[config.mk]
export PLATFORM = sky130hd
export DESIGN_NAME = trk_bus_buffer
export DESIGN_NICKNAME = d
export VERILOG_FILES = /design/src/rtl/trk_pkg.sv /design/src/rtl/trk_cycle_qual.sv /design/src/rtl/trk_dir_arb.sv /design/src/rtl/trk_data_path.sv /design/src/rtl/trk_bus_buffer.sv
export SDC_FILE = /design/constraint.sdc
export NUM_CORES = 1
export LEC_CHECK = 0
export ABC_AREA = 1
export BUFFER_PORTS_ARGS = -buffer_cell sky130_fd_sc_hd__buf_2
export CORE_AREA = 2 2 39 41
export DETAILED_ROUTE_END_ITERATION = 7
export DIE_AREA = 0 0 41 43
export SLEW_MARGIN = 25
export SYNTH_ARGS = -nofsm -noshare
export SYNTH_HDL_FRONTEND = slang
export SYNTH_SLANG_ARGS = --single-unit
export TNS_END_PERCENT = 5
[constraint.sdc]
create_clock -name vclk -period 1.44
set_clock_uncertainty 0.1 [all_clocks]
set_input_delay 0.432 -clock vclk [all_inputs]
set_output_delay 0.432 -clock vclk [all_outputs]
set_load 0.01 [all_outputs]
[src/rtl/trk_pkg.sv]
package trk_pkg;

    typedef enum logic [1:0] {
        DIR_IDLE   = 2'd0,
        DIR_ADDR   = 2'd1,
        DIR_RDIN   = 2'd2,
        DIR_WROUT  = 2'd3
    } trk_dir_e;

    typedef struct packed {
        logic rd_cyc;
        logic wr_cyc;
    } trk_cyc_t;

    typedef struct packed {
        trk_dir_e dir;
        logic     drive_port;
        logic     drive_bus;
    } trk_ctl_t;

endpackage

[src/rtl/trk_cycle_qual.sv]
module trk_cycle_qual
    import trk_pkg::*;
(
    input  logic     bus_mode,
    input  logic     rd_n,
    input  logic     wr_n,
    input  logic     ds,
    input  logic     rnw,
    output trk_cyc_t cyc
);

    trk_cyc_t cyc_d;

    always_comb begin
        cyc_d = '0;
        if (bus_mode) begin
            cyc_d.rd_cyc = ds & rnw;
            cyc_d.wr_cyc = ds & ~rnw;
        end else begin
            cyc_d.rd_cyc = ~rd_n;
            cyc_d.wr_cyc = ~wr_n;
        end
    end

    assign cyc = cyc_d;

endmodule

[src/rtl/trk_dir_arb.sv]
module trk_dir_arb
    import trk_pkg::*;
(
    input  logic     trk_en,
    input  logic     as_stb,
    input  trk_cyc_t cyc,
    input  logic     sel_addr,
    input  logic     sel_wrout,
    input  logic     sel_rdin,
    output trk_ctl_t ctl
);

    trk_ctl_t ctl_d;

    always_comb begin
        ctl_d = '{dir: DIR_IDLE, drive_port: 1'b0, drive_bus: 1'b0};
        if (trk_en) begin
            if (sel_addr && as_stb) begin
                ctl_d.dir = DIR_ADDR;
            end else if (sel_rdin && cyc.rd_cyc) begin
                ctl_d.dir = DIR_RDIN;
            end else if (sel_wrout && cyc.wr_cyc) begin
                ctl_d.dir = DIR_WROUT;
            end
        end
        ctl_d.drive_port = (ctl_d.dir == DIR_ADDR) || (ctl_d.dir == DIR_WROUT);
        ctl_d.drive_bus  = (ctl_d.dir == DIR_RDIN);
    end

    assign ctl = ctl_d;

endmodule

[src/rtl/trk_data_path.sv]
module trk_data_path #(
    parameter int W = 8
) (
    input  logic         drive_port,
    input  logic         drive_bus,
    input  logic [W-1:0] bus_in,
    input  logic [W-1:0] port_in,
    output logic [W-1:0] port_out,
    output logic [W-1:0] bus_out
);

    for (genvar i = 0; i < W; i++) begin : g_lane
        assign port_out[i] = drive_port & bus_in[i];
        assign bus_out[i]  = drive_bus & port_in[i];
    end

endmodule

[src/rtl/trk_bus_buffer.sv]
module trk_bus_buffer
    import trk_pkg::*;
#(
    parameter int W = 8
) (
    input  logic         trk_en,
    input  logic         bus_mode,
    input  logic         as_stb,
    input  logic         rd_n,
    input  logic         wr_n,
    input  logic         ds,
    input  logic         rnw,
    input  logic         sel_addr,
    input  logic         sel_wrout,
    input  logic         sel_rdin,
    input  logic [W-1:0] bus_in,
    input  logic [W-1:0] port_in,
    output logic [W-1:0] port_out,
    output logic         port_oe,
    output logic [W-1:0] bus_out,
    output logic         bus_oe
);

    trk_cyc_t cyc;
    trk_ctl_t ctl;

    trk_cycle_qual u_qual (
        .bus_mode (bus_mode),
        .rd_n     (rd_n),
        .wr_n     (wr_n),
        .ds       (ds),
        .rnw      (rnw),
        .cyc      (cyc)
    );

    trk_dir_arb u_arb (
        .trk_en    (trk_en),
        .as_stb    (as_stb),
        .cyc       (cyc),
        .sel_addr  (sel_addr),
        .sel_wrout (sel_wrout),
        .sel_rdin  (sel_rdin),
        .ctl       (ctl)
    );

    trk_data_path #(.W(W)) u_dp (
        .drive_port (ctl.drive_port),
        .drive_bus  (ctl.drive_bus),
        .bus_in     (bus_in),
        .port_in    (port_in),
        .port_out   (port_out),
        .bus_out    (bus_out)
    );

    assign port_oe = ctl.drive_port;
    assign bus_oe  = ctl.drive_bus;

endmodule

=== After elaboration in Yosys (flattened, before gate mapping) ===
Index checks and enable logic that the tools add are counted.

* Register bits: 0
* Output and inout bits: 18
* Bits of input ports: 26
* Word-level logic and storage cells: 33

* Multiplexer cells: 5
* Eq/ne operators: 3
* Reduce and logical (&&, ||, !) cells: 4
* Bitwise logic cells: 21

{| class="wikitable"
|+ Operators by type and width
! kind !! count
|-
| bitwise AND 1 bit || 18
|-
| two-way mux 2 bit || 5
|-
| equality test 2 bit (second input constant) || 2
|-
| logical AND 1 bit || 3
|-
| NOT 1 bit || 3
|-
| equality test 2 x 1 -> 1 bit (second input constant) || 1
|-
| logical OR 1 bit || 1
|}

=== Depth between registers and ports, before layout ===
Gate-level depths: netlist of run 1.

* Word-level depth: 11
* Gate-level depth with buffers: 8
* Depth with buffers taken out: 8

=== Cells and area by module ===
From an unflattened synthesis of run 1, not the netlist that was laid out.

* Cell total of the unflattened synthesis: 56
* Area total of the unflattened synthesis: 231.5 um^2

{| class="wikitable"
|+ Modules (own cells, without submodules)
! module !! cells each !! seq. area each (um^2) !! area each (um^2) !! times used
|-
| trk_data_path || 34 || 0.0 || 130.1 || 1
|-
| trk_dir_arb || 12 || 0.0 || 61.3 || 1
|-
| trk_cycle_qual || 10 || 0.0 || 40.0 || 1
|}

=== Least setup slack after synthesis of run 1 ===
No wires, ideal clock.

* Path kind: input to output
* Start point: input bus_mode
* End point: output port_out[0]
* Data required time: 908 ps
* Buffers on the path: 0
* Stages on the path: 8
* Slack: -82 ps
* Arrival: 990 ps
* Cell sequence: inv_2 -> nand2_1 -> nand2_1 -> nor2_1 -> nand2_1 -> nand2_2 -> nand2_4 -> nor2_1

* Cells in the longest elaborated chain, start to end: 9
* Elaborated cells on any way between the ends: 11
* Classes of those cells: 2 x eq/ne; 5 x mux; 1 x bitwise; 3 x reduce/logical

{| class="wikitable"
|+ RTL lines
! element !! line !! text
|-
| from (decl) || trk_bus_buffer.sv:7 || <nowiki>input logic bus_mode,</nowiki>
|-
| two-way mux 2 bit * || trk_cycle_qual.sv:16 || <nowiki>if (bus_mode) begin</nowiki>
|-
| logical AND 1 bit || trk_dir_arb.sv:22 || <nowiki>end else if (sel_wrout && cyc.wr_cyc) begin</nowiki>
|-
| two-way mux 2 bit || trk_dir_arb.sv:22 ||
|-
| two-way mux 2 bit * || trk_dir_arb.sv:20 || <nowiki>end else if (sel_rdin && cyc.rd_cyc) begin</nowiki>
|-
| two-way mux 2 bit * || trk_dir_arb.sv:18 || <nowiki>if (sel_addr && as_stb) begin</nowiki>
|-
| two-way mux 2 bit * || trk_dir_arb.sv:17 || <nowiki>if (trk_en) begin</nowiki>
|-
| equality test 2 x 1 -> 1 bit / equality test 2 bit (equally long branches) || trk_dir_arb.sv:26 || <nowiki>ctl_d.drive_port = (ctl_d.dir == DIR_ADDR) || (ctl_d.dir == DIR_WROUT);</nowiki>
|-
| logical OR 1 bit * || trk_dir_arb.sv:26 ||
|-
| bitwise AND 1 bit * || trk_data_path.sv:13 || <nowiki>assign port_out[i] = drive_port & bus_in[i];</nowiki>
|-
| to (decl) || trk_bus_buffer.sv:18 || <nowiki>output logic [W-1:0] port_out,</nowiki>
|}

Every way passes the cells marked *; elsewhere a longest branch is shown, timed or not.

=== Worst setup path in the final report of run 1 ===
* Start point: input ds
* End point: output port_out[5]

* Cells in the longest elaborated chain, start to end: 10
* Elaborated cells on any way between the ends: 13
* Classes of those cells: 2 x eq/ne; 5 x mux; 3 x bitwise; 3 x reduce/logical

{| class="wikitable"
|+ RTL lines
! element !! line !! text
|-
| from (decl) || trk_bus_buffer.sv:11 || <nowiki>input logic ds,</nowiki>
|-
| bitwise AND 1 bit || trk_cycle_qual.sv:18 || <nowiki>cyc_d.wr_cyc = ds & ~rnw;</nowiki>
|-
| two-way mux 2 bit * || trk_cycle_qual.sv:16 ||
|-
| logical AND 1 bit || trk_dir_arb.sv:22 ||
|-
| two-way mux 2 bit || trk_dir_arb.sv:22 ||
|-
| two-way mux 2 bit * || trk_dir_arb.sv:20 ||
|-
| two-way mux 2 bit * || trk_dir_arb.sv:18 ||
|-
| two-way mux 2 bit * || trk_dir_arb.sv:17 ||
|-
| equality test 2 x 1 -> 1 bit / equality test 2 bit (equally long branches) || trk_dir_arb.sv:26 ||
|-
| logical OR 1 bit * || trk_dir_arb.sv:26 ||
|-
| bitwise AND 1 bit * || trk_data_path.sv:13 ||
|}

Marks and branches as above.

==> results of run 1 <==
==> final timing paths <==
kind	from	end	slack (ns)
hold / removal	port_in[6]	bus_out[6]	1.05
setup / recovery	ds	port_out[5]	-0.31
==> synth_stat cells (all sizes together) <==
master,number,area [µm²]
a21oi,2,13.8
nor2,17,63.8
nand4,1,12.5
inv,21,78.8
nand2,9,43.8
==> layout by cell type (no fill, tap or decap) <==
cell and instances:
inv_1 19, nand2_2 3, nor2_1 9, nor2_2 8
buf_8 1, a21oi_1 1, inv_4 1, buf_4 1
a21oi_2 1, nand2_1 6, buf_6 1, nand4_2 1
buf_2 42, inv_2 1, nand2_4 1
==> power by group <==
part           leakage [nW]  switching, W  internal (W)  total, W
clock                     0             0             0         0
combinational         0.398     0.0000609     0.0000601  0.000121
sequential                0             0             0         0
total                 0.398     0.0000609     0.0000601  0.000121
==> routing by layer <==
| layer | track usage (%) | up-vias | wire [µm] | part of all wire (%) |
|---|---|---|---|---|
| met5 | 0 | - | 0 | 0 |
| met4 | 0 | 0 | 0 | 0 |
| met3 | 0.524 | 0 | 104 | 13 |
| met2 | 14.7 | 23 | 416 | 53 |
| met1 | 8.23 | 163 | 261 | 33 |
| li1 | - | 228 | - | - |
==> through the flow <==
step           setup slack, ns  cells  area (µm²)  setup TNS (ns)
6_report                -0.313    112         508           -4.85
5_1_grt                 -0.381    112         508           -6.56
4_1_cts                 -0.311    111         487           -5.14
3_5_place_dp            -0.333    111         480           -5.55
3_3_place_gp            -0.311    111         480           -5.15
2_1_floorplan          -0.0768     50         233           -1.18
==> final cells by class <==
class	instances	area, µm²
timing repair buffer	45	244
multi-input combinational	30	163
inverter	21	81.3
fill	161	876
tap	16	20.0
==> cells by family (layout without fill, tap and decap cells) <==
family	after synthesis	after routing	share of synthesized area, %
AND/OR/NAND/NOR	27	28	56.5
buffers and inverters	21	66	37.1
AO/OA/AOI/OAI	2	2	6.47
==> repair_timing <==
action                     in CTS  in global routing
gates resized for setup         1                  5
pin swaps                       0                  1
setup endpoints to repair      18                 18
cloned                          0                  1
buffers inserted                0                  0
==> results.py, run 1 <==
metrics = {
    "run_status": {
        "outcome": "finished with violations",
        "violations": "negative setup slack",
    },
    "sta": {
        "worst_pin_slew_ns": 0.217,
        "relSlewSlack_pct": 85.5,
        "maxSlewViolCount": 0,
        "post-route-worst-setup-slack_ns": -0.313,
        "min_period_ns": 1.75,
        "finalHoldViolations": 0,
        "hold_ws_ns": 1.05,
        "rsz0062_at_grt": "yes",
        "min_period_over_period_pct": 122,
        "setup_viol": 18,
        "fmax_mhz": 570,
    },
    "critical_path": {
        "crit_type": "in2out",
        "cp_data_arrival_time_ns": 1.22,
        "path_cells": "buf_2 -> nand2_1 -> nand2_1 -> nand2_1 -> nand2_1 -> nand2_2 -> nand2_2 -> nor2_2 -> buf_2",
        "crit_top_cell": "nand2_1",
        "crit_buf_inv": 2,
        "crit_family": "simple AND/OR/NAND/NOR gates",
        "startpoint_type": "primary input",
        "cp.required_ns": 0.91,
        "path_depth": 9,
        "crit_slowest_cell": "buf_2",
        "cpPeakStageDelay_ns": 0.13,
        "crit_fanout": 4,
        "crit_path_end_kind": "output port",
    },
    "global_routing": {
        "grt_pass1_vias": 254,
        "antenna_found_initial": 0,
        "grt_pass1_wl_um": 972,
        "overflow": 0,
        "grt_max_degree": 10,
        "grt_usage_pct": 7.39,
    },
    "die": {
        "rows": 14,
        "start_util_pct": 15.4,
        "core_area_um2": 1380,
        "die_h_um": 43,
        "die_x_um": 41,
        "pin_count": 44,
        "die_area_um2": 1760,
    },
    "placement": {
        "portBuffers": 44,
        "dp_hpwl_um": 648,
        "gp_congestion": 0.626,
    },
    "routing": {
        "vias_per_cell": 3.70,
        "wl_per_cell_um": 6.98,
        "wirelength_um": 782,
        "vias": 414,
        "first_iter_violations": 3,
        "drc": 0,
        "ant_nets": 0,
        "first_pass_iters": 3,
    },
    "logic_synthesis": {
        "syn_inst": 50,
        "syn_nets": 76,
        "postSynthAreaPerCell_um2": 4.25,
        "synth_seq_area_share_pct": 0,
        "syn_area_um2": 213,
        "ys_warn_count": 0,
        "yosys.cell_types.count": 9,
    },
    "power": {
        "total_power_w": 0.000121,
        "p_leak_nw": 0.398,
        "p_per_area_nw_per_um2": 238,
        "peakVddDrop_mv": 0.0872,
    },
    "cells_and_area": {
        "nNetsFinal": 124,
        "seq_cells": 0,
        "drive_gt1_share_pct": 63.5,
        "area_delta_synth_final_pct": 139,
        "seq_area_um2": 0,
        "final_util_pct": 36.7,
        "nClkBuffers": 0,
        "antenna_cells": 0,
    },
    "min_path": {
        "min_path_type": "in2out",
        "min_path_cells": 4,
    },
    "flow_run": {
        "cap_violations": 0,
    },
    "clocking": {
        "cts-hold-fix-buffers": 0,
    },
}
Power figures use the tool's default switching activity.
==> run 2, diff against run 1 <==
TNS_END_PERCENT = 20   (was 5)
==> results.py, run 2 (synthesis gave the netlist of run 1 again) <==
metrics = {
    "die": {
        "core_area_um2": 1380,
        "die_x_um": 41,
        "start_util_pct": 15.4,
        "die_area_um2": 1760,
        "die_h_um": 43,
        "rows": 14,
        "pin_count": 44,
    },
    "placement": {
        "gp_congestion": 0.604,
        "pre_cts_slack_ns": -0.421,
        "portBuffers": 44,
        "dp_hpwl_um": 690,
        "postPlaceCellArea_um2": 493,
    },
    "critical_path": {
        "cp.required_ns": 0.91,
        "path_cells": "buf_12 -> inv_12 -> a21oi_4 -> nand2_1 -> nand2_1 -> nand2_2 -> nand2_4 -> nor2_2 -> buf_2",
        "crit_type": "in2out",
        "startpoint_type": "primary input",
        "cp_data_arrival_time_ns": 1.23,
        "crit_top_cell": "nand2_1",
        "crit_fanout": 5,
        "crit_path_end_kind": "output port",
        "cpPeakStageDelay_ns": 0.16,
        "crit_slowest_cell": "a21oi_4",
    },
    "power": {
        "p_per_area_nw_per_um2": 250,
        "peakVddDrop_mv": 0.109,
        "p_leak_nw": 0.405,
    },
    "min_path": {
        "min_path_cells": 4,
        "worst_hold_path.endpoint": "bus_out[6]",
        "min_path_type": "in2out",
        "hold_path_startpoint": "port_in[6]",
    },
    "cells_and_area": {
        "layout_common_cells": "buf_2 (41), inv_1 (18), nor2_1 (9)",
        "seq_cells": 0,
        "drive_gt1_share_pct": 66.3,
        "seq_area_um2": 0,
        "nClkBuffers": 0,
        "area_delta_synth_final_pct": 160,
        "antenna_cells": 0,
        "nNetsFinal": 123,
        "final_util_pct": 40.0,
        "fillers": 155,
        "final_common_cell": "buf_2",
        "final_area_um2": 553,
    },
    "global_routing": {
        "antenna_found_initial": 0,
        "grt_pass1_wl_mm": 1.37,
        "overflow": 0,
        "grt_max_degree": 10,
        "grt_pass1_vias": 361,
        "grt_usage_pct": 10.3,
    },
    "routing": {
        "vias": 424,
        "wl_per_cell_um": 7.36,
        "ant_nets": 0,
        "drc": 0,
        "first_iter_violations": 1,
        "first_pass_iters": 2,
        "wirelength_um": 817,
        "vias_per_cell": 3.82,
    },
    "sta": {
        "relSlewSlack_pct": 89.4,
        "maxSlewViolCount": 0,
        "min_period_over_period_pct": 123,
        "post-route-worst-setup-slack_ns": -0.325,
        "min_period_ns": 1.76,
        "rsz0062_at_grt": "yes",
        "finalHoldViolations": 0,
        "worst_pin_slew_ns": 0.158,
        "finalSetupTns_ns": -4.61,
        "fmax_mhz": 567,
        "setup_viol": 18,
    },
    "clocking": {
        "cts_setup_buffers": 0,
        "cts-hold-fix-buffers": 0,
    },
    "run_status": {
        "violations": "negative setup slack",
        "outcome": "finished with violations",
    },
    "flow_run": {
        "cap_violations": 0,
    },
}
==> run 2: what timing repair did <==
action                     4_1_cts  5_1_grt
setup endpoints to repair       18       18
gates cloned                     1        0
resized for setup               10        3
pin swaps                        6        2
==> run 2: metal layers <==
metal | track usage, % | up-vias | wire [µm]
met2 | 20.0 | 24 | 457
met1 | 11.7 | 175 | 260
met3 | 1.05 | 0 | 99
li1 | - | 225 | -
met5 | 0 | - | 0
met4 | 0 | 0 | 0
==> run 2: power by group <==
| group | switching, W | leakage [nW] | internal [W] |
|---|---|---|---|
| Combinational | 0.0000717 | 0.405 | 0.0000664 |
| Sequential | 0 | 0 | 0 |
| Clock | 0 | 0 | 0 |
==> run 2: critical path: cells and delay by family <==
kind,cells,cell delay [ns]
buffers and inverters,3,0.25
AO/OA/AOI/OAI,1,0.16
AND/OR/NAND/NOR,5,0.39
==> run 2: how the worst max path moves through the flow <==
| stage | from | to | slack (ns) | depth (start not counted) |
|---|---|---|---|---|
| global route | ds | port_out[2] | -0.39 | 9 |
| floorplan | sel_rdin | port_oe | -0.08 | 7 |
| finish | bus_mode | port_out[7] | -0.32 | 9 |
| detailed placement | bus_mode | port_out[1] | -0.42 | 9 |
| global placement | bus_mode | port_oe | -0.39 | 9 |
| CTS | bus_mode | port_out[7] | -0.33 | 9 |
==> run 2: metrics by stage <==
stage	hold WS, ns	cells	power [W]
2_1_floorplan	0.851	50	0.0000583
5_1_grt	1.08	111	0.000156
3_5_place_dp	1.06	110	0.000118
4_1_cts	1.06	111	0.000137
6_report	1.05	111	0.000138
3_3_place_gp	1.05	110	0.000115
==> run 2: layout make-up <==
type / count / area [µm²] / area share (%)
Tap cell: 16 / 20.0 / 3.62
Inverter: 21 / 91.3 / 16.5
Multi-Input combinational cell: 30 / 194 / 35.1
Timing Repair Buffer: 44 / 248 / 44.8
